$ cat src/rtl/wr_burst_cut.sv
module wr_burst_cut #(
  parameter int ADDR_W   = 10,
  parameter int LS_W     = 8,
  parameter int FREE_W   = 6,
  parameter int MAX_LINE = 16
) (
  input  logic              clk,
  input  logic              rst_n,
  input  logic              frame_i,
  input  logic              phase_i,
  input  logic [1:0]        kind_i,
  input  logic [ADDR_W-1:0] dw_addr_i,
  input  logic [LS_W-1:0]   line_size_i,
  input  logic              line_cut_i,
  input  logic [FREE_W-1:0] fifo_free_i,
  output logic              accept_o,
  output logic              last_o,
  output logic              hold_o
);
  localparam logic [1:0] K_PMW = 2'd1;
  localparam logic [1:0] K_MWI = 2'd2;
  localparam logic [ADDR_W-1:0] PAGE_END = '1;

  logic done_q;

  wire posted    = (kind_i == K_PMW) || (kind_i == K_MWI);
  wire ls_legal  = ($countones(line_size_i) == 1) && (int'(line_size_i) <= MAX_LINE);
  wire full_line = int'(line_size_i) == MAX_LINE;
  wire [ADDR_W-1:0] ls_mask = ADDR_W'(line_size_i) - 1'b1;
  wire line_end  = ls_legal && ((dw_addr_i & ls_mask) == ls_mask);
  wire room_short = int'(fifo_free_i) <= int'(line_size_i);
  wire cut_line  = (kind_i == K_PMW) ? (line_cut_i && line_end)
                                     : (line_end && (full_line || room_short));
  wire cut_post  = (int'(fifo_free_i) == 1) || (dw_addr_i == PAGE_END) || cut_line;

  always_comb begin
    accept_o = 1'b0;
    last_o   = 1'b0;
    hold_o   = 1'b0;
    if (phase_i) begin
      if (done_q) hold_o = 1'b1;
      else if (!posted) begin
        accept_o = 1'b1;
        last_o   = 1'b1;
      end else if (fifo_free_i == '0) hold_o = 1'b1;
      else begin
        accept_o = 1'b1;
        last_o   = cut_post;
      end
    end
  end

  always_ff @(posedge clk or negedge rst_n) begin
    if (!rst_n)        done_q <= 1'b0;
    else if (!frame_i) done_q <= 1'b0;
    else if (phase_i && (last_o || hold_o)) done_q <= 1'b1;
  end

  a_r1_delayed_single: assert property (@(posedge clk) disable iff (!rst_n)
    (phase_i && !done_q && !posted) |-> (accept_o && last_o));
  a_r2_page_end: assert property (@(posedge clk) disable iff (!rst_n)
    (phase_i && posted && accept_o && dw_addr_i == PAGE_END) |-> last_o);
  a_r7_no_room: assert property (@(posedge clk) disable iff (!rst_n)
    (phase_i && posted && fifo_free_i == '0) |-> (hold_o && !accept_o));
  a_r8_after_cut: assert property (@(posedge clk) disable iff (!rst_n)
    (frame_i && phase_i && (last_o || hold_o)) |=> (!frame_i || !accept_o));
  a_r9_idle: assert property (@(posedge clk) disable iff (!rst_n)
    !phase_i |-> !(accept_o || last_o || hold_o));
  a_r10_exclusive: assert property (@(posedge clk) disable iff (!rst_n)
    !(accept_o && hold_o) && (!last_o || accept_o));
endmodule

$ cat config.mk
export PLATFORM = sky130hd
export DESIGN_NAME = wr_burst_cut
export DESIGN_NICKNAME = d
export VERILOG_FILES = /design/src/rtl/wr_burst_cut.sv
export SDC_FILE = /design/constraint.sdc
export NUM_CORES = 1
export LEC_CHECK = 0
export BUFFER_PORTS_ARGS = -buffer_cell sky130_fd_sc_hd__buf_2
export CAP_MARGIN = 5
export CORE_UTILIZATION = 48
export CTS_BUF_LIST = sky130_fd_sc_hd__clkbuf_8 sky130_fd_sc_hd__clkbuf_16
export CTS_CLUSTER_DIAMETER = 150
export DETAILED_ROUTE_END_ITERATION = 16
export PLACE_DENSITY = 0.84
export SYNTH_ARGS = -nofsm -noshare
export SYNTH_HDL_FRONTEND = slang
export SYNTH_SLANG_ARGS = --single-unit
$ cat constraint.sdc
create_clock -name clk -period 8.4 [get_ports clk]
set_input_delay 0.84 -clock clk [delete_from_list [all_inputs] [get_ports clk]]
set_output_delay 0.84 -clock clk [all_outputs]
set_load 0.01 [all_outputs]
==> flow_summary.toml, run 1 <==
[route]
postRouteAntennaNets = 0
routed_wirelength_um = 1740
num_vias = 756
wire_per_inst_um = 13.5
via_per_inst = 5.86
drtIter0Drc = 19
dr.pass1.iters = 4
drc = 0

[logic_synthesis]
syn_nets = 128
synth-main-ff-cell = "dfrtp_1"
yosys_warnings = 0
syn_area_um2 = 649
ys_async_sr_fraction_pct = 100
yosysUniqueCellTypes = 34
syn_inst = 82
ys_ff_latch = 1
synth_area_per_cell_um2 = 7.92
synth_edf_count = 0
yosysSeqAreaShare_pct = 3.85

[global_route]
antenna_found_initial = 0
grt_max_degree = 8
grt_pass1_wl_um = 2770
grt.overflow.total = 0
grtUsageTotal_pct = 25.6
first_global_vias = 720

[worst_setup_path]
required_ps = 7560
criticalPathCategory = "primary input to output port"
end_kind = "output port"
cp_max_fo = 5
worstPathArrival_ps = 4370
worst_setup_path_start_kind = "primary input"

[timing]
setup_tns_ps = 0
finalCriticalPeriod_ps = 5210
finalHoldViolCount = 0
finalCritPeriodShare_pct = 62.1
drv_slew = 0
finalClockSkew_ps = 0
rsz0062_at_grt = "false"
worst_pin_slew_ps = 299
finalSetupViolCount = 0
fmax_ghz = 0.192
relSlewSlack_pct = 79.9

[clock_tree]
postCtsResizedCells = 0
clk_latency_ps = 0
cts_setup_buffers = 0
clk_pin_slew_ps = 0
hold_buffers = 0

[die]
fp.dieArea_um2 = 1500
std_cell_rows = 12
die_h_um = 38.8
core_area_um2 = 1190
num_io_pins = 34
die_x_um = 38.8
start_util_pct = 54.7

[finish]
largest_reg_flops = 1
largest_register = "done_q"
n_antenna_cell = 0
reg_top3 = "done_q: 1 flops"
final_cell_mix = "buf_2 (33), inv_1 (16), ha_1 (11), nor2_1 (5)"
drive_above_1_share_pct = 30.4
layout_commonest_cell = "buf_2"
stdcell_area_um2 = 832
fillers = 97
stdcell_count = 129
fin_nets = 163
syn_to_final_growth_pct = 28.1

[flow_run]
max_cap_violations = 0

[placement]
post_dp_cell_area_um2 = 832
gp_congestion = 0.772
port_buffers = 33
dp.cells = 129
hpwl_um = 1560

[hold_path]
hold_path.class = "flop to flop"

[pwr]
power.density_nw_per_um2 = 67.6
ir_drop_uv = 41.0
leakage_nw = 0.438

[outcome]
status = "finished clean"
## layout make-up
cell class | instances | area (um^2) | share of cell area, %
Multi-Input combinational cell | 65 | 564 | 67.8
Timing Repair Buffer | 33 | 165 | 19.8
Inverter | 16 | 60.1 | 7.22
Sequential cell | 1 | 25.0 | 3.01
Tap cell | 14 | 17.5 | 2.11
## report_power, final
part | switching [mW] | internal (mW)
combinational | 0.0264 | 0.0243
sequential | 0.000263 | 0.00530
clock | 0 | 0
total | 0.0267 | 0.0296
## Yosys cell counts, types with 2 or more instances
cell	count	area, um^2
xnor2_1	4	35.0
nor2_1	5	18.8
fa_1	4	80.1
a211o_1	3	26.3
ha_1	11	138
inv_1	16	60.1
a21oi_1	4	20.0
nor2b_1	3	18.8
nand4_1	2	12.5
nand2_1	3	11.3
a22oi_1	2	15.0
nor3_1	2	10.0
nor4_1	2	12.5
## stage by stage
stage | util (%) | hold WS [ps] | power (mW) | setup slack [ps]
final | 70.1 | 583 | 0.0563 | 3190
after global routing | 70.1 | 595 | 0.0630 | 3040
after CTS | 70.1 | 585 | 0.0563 | 3220
after detailed placement | 70.1 | 585 | 0.0559 | 3210
after global placement | 70.1 | 608 | 0.0529 | 3280
after floorplan | - | 537 | 0.0364 | 3610
## critical path, cell delays in order
cell and delay, ps:
buf_2 130, inv_1 80, fa_1 550, fa_1 430
fa_1 430, inv_1 70, ha_1 160, inv_1 60
fa_1 370, a211o_1 280, a211o_1 280, nor4_1 230
a31oi_1 170, a21boi_1 150, buf_2 140
## metal layers
metal	track usage [%]	vias to the layer above	wire, um
met5	0	-	0
met4	3.45	0	22
met3	1.16	4	122
met2	52.9	42	879
met1	28.3	343	715
li1	-	367	-
## worst paths after layout
| path | startpoint | end | slack, ps | cells after the start |
|---|---|---|---|---|
| min in group asynchronous | rst_n | done_q | 610 | 1 |
| worst max-delay path | line_size_i[0] | last_o | 3190 | 15 |
| worst min-delay path | done_q | done_q | 580 | 2 |
| max in group asynchronous | rst_n | done_q | 7700 | 1 |
| worst max register to register | done_q | done_q | 7640 | 2 |
| worst min register to register | done_q | done_q | 580 | 2 |
## logic make-up after synthesis
family	count (synthesis)	share of synthesized area, %
XOR/XNOR	4	5.39
flip-flops	1	3.85
AO/OA/AOI/OAI	21	23.7
AND/OR/NAND/NOR	25	24.3
adder cells (fa/ha/maj)	15	33.5
buffers and inverters	16	9.25
(Power assumes the default switching activity.)
==> run 2: changes to the inputs <==
--- a/config.mk
+++ b/config.mk
@@ -7,11 +7,11 @@
 export LEC_CHECK = 0
 export BUFFER_PORTS_ARGS = -buffer_cell sky130_fd_sc_hd__buf_2
 export CAP_MARGIN = 5
-export CORE_UTILIZATION = 48
+export CORE_UTILIZATION = 44
 export CTS_BUF_LIST = sky130_fd_sc_hd__clkbuf_8 sky130_fd_sc_hd__clkbuf_16
 export CTS_CLUSTER_DIAMETER = 150
 export DETAILED_ROUTE_END_ITERATION = 16
-export PLACE_DENSITY = 0.84
+export PLACE_DENSITY = 0.78
 export SYNTH_ARGS = -nofsm -noshare
 export SYNTH_HDL_FRONTEND = slang
 export SYNTH_SLANG_ARGS = --single-unit
==> constraint.sdc (replaced) <==
create_clock -name clk -period 5 [get_ports clk]
set_input_delay 0.5 -clock clk [delete_from_list [all_inputs] [get_ports clk]]
set_output_delay 0.5 -clock clk [all_outputs]
set_load 0.01 [all_outputs]
==> run 2 against run 1 <==
Against the previous run:
- via count fell by 0.79%
- routed wire length fell by 6.1%
- clock skew did not move
- flip-flop and latch count did not move
- register-to-register slack got worse by 3400 ps
- largest cell class unchanged
==> flow_summary.toml, run 2 (synthesized netlist as in run 1, its figures left out) <==
[worst_setup_path]
reg2reg_setup_slack_ps = 4280
crit_slowest_cell = "fa_1"
criticalPathCategory = "primary input to output port"
cp_max_fo = 5
worst_setup_path_start_kind = "primary input"
cpPeakStageDelay_ps = 560
critPathTopFamily = "adder cells"
r2r_start = "done_q"
end_kind = "output port"
worstPathArrival_ps = 4050
required_ps = 4500
path_cells = "buf_2 > inv_1 > fa_1 > fa_1 > fa_1 > inv_1 > ha_1 > inv_1 > fa_1 > a211o_1 > a211o_1 > nor4_1 > a31oi_1 > a21boi_1 > buf_2"
cp-startpoint = "line_size_i[0]"
cp_common_cell = "fa_1"
cp.buffers_inverters = 5

[global_route]
met1_usage_pct = 29.2
antenna_found_initial = 0
grt_max_degree = 8
busiest_layer = "met2"
grt_pass1_wl_um = 2340
met2_usage_pct = 37.3
grt.overflow.total = 0
met3_usage_pct = 0
first_global_vias = 543
grtUsageTotal_pct = 20.8

[die]
num_io_pins = 34
std_cell_rows = 13
die_x_um = 40.4
die_h_um = 40.4
core_area_um2 = 1330
start_util_pct = 48.7
fp.dieArea_um2 = 1630

[placement]
gp_congestion = 0.854
port_buffers = 33
hpwl_um = 1470

[route]
dr.pass1.iters = 4
drc = 0
postRouteAntennaNets = 0
wire_per_inst_um = 12.6
routed_wirelength_um = 1630
via_per_inst = 5.77
drtIter0Drc = 35
num_vias = 750

[finish]
n_antenna_cell = 0
syn_to_final_growth_pct = 28.3
largest_reg_flops = 1
drive_above_1_share_pct = 30.4
final_cell_mix = "buf_2 (33), inv_1 (16), ha_1 (11), nor2_1 (5)"
layout_commonest_cell = "buf_2"
final_util_pct = 62.5
largest_register = "done_q"
fillers = 126
reg_top3 = "done_q: 1 flops"
fin_nets = 163

[pwr]
power_mw = 0.0924
power.density_nw_per_um2 = 111
swShare_pct = 46.8
power.internal_mw = 0.0491
clock_power_share_pct = 0
p_seq_share_pct = 10.1
p_switching_mw = 0.0433
leakage_nw = 0.438
ir_drop_uv = 64.9
p_comb_share_pct = 89.9

[clock_tree]
cts_setup_buffers = 0
clk_latency_ps = 0
hold_buffers = 0
clk_pin_slew_ps = 0
postCtsResizedCells = 0

[outcome]
status = "finished clean"

[timing]
finalHoldViolCount = 0
setup_tns_ps = 0
worst_pin_slew_ps = 277
finalSetupViolCount = 0
finalCritPeriodShare_pct = 90.9
finalCriticalPeriod_ps = 4550
fmax_ghz = 0.220
drv_slew = 0
relSlewSlack_pct = 81.3
finalClockSkew_ps = 0
rsz0062_at_grt = "false"

[hold_path]
hold_path.class = "primary input to asynchronous set/reset pin"

[flow_run]
max_cap_violations = 0
## run 2: cell counts in the layout (fill, tap and decap cells not counted)
No cell type changed its count.
## run 2: stage by stage
step | cell area, um^2 | hold slack [ps] | setup WS (ps) | std cells
3_5_place_dp | 833 | 276 | 508 | 130
3_3_place_gp | 833 | 275 | 582 | 130
5_1_grt | 833 | 280 | 322 | 130
2_1_floorplan | 649 | 204 | 886 | 82
6_report | 833 | 275 | 453 | 130
4_1_cts | 833 | 276 | 492 | 130
## run 2: worst paths after layout
kind,end,cells after the start
max,last_o,15
min,done_q,1
max reg2reg,done_q,2
min reg2reg,done_q,2
max in group asynchronous,done_q,1
min in group clk,done_q,2
## run 2: layer usage
layer | part of all wire (%) | vias up
met5 | 0 | -
met4 | 0 | 0
met3 | 8.4 | 0
met2 | 46 | 41
met1 | 45 | 342
li1 | - | 367
## run 2: cell type report
| class | instances | area, um^2 | share of cell area [%] |
|---|---|---|---|
| Multi-Input combinational cell | 65 | 564 | 67.7 |
| Tap cell | 15 | 18.8 | 2.25 |
| Inverter | 16 | 60.1 | 7.21 |
| Timing Repair Buffer | 33 | 165 | 19.8 |
| Sequential cell | 1 | 25.0 | 3.00 |
## run 2: power by group through the flow
| stage | registers (mW) | logic [mW] | clock network, mW |
|---|---|---|---|
| 2_1_floorplan | 0.00923 | 0.0519 | 0 |
| 3_3_place_gp | 0.00935 | 0.0790 | 0 |
| 3_5_place_dp | 0.00935 | 0.0824 | 0 |
| 4_1_cts | 0.00937 | 0.0829 | 0 |
| 5_1_grt | 0.00946 | 0.0936 | 0 |
| 6_report | 0.00935 | 0.0830 | 0 |
## run 2: worst register-to-register path, delay by kind of cell, from the launching register on
family         cells  cell delay (ps)
AO/OA/AOI/OAI      2              220
flip-flops         1              370
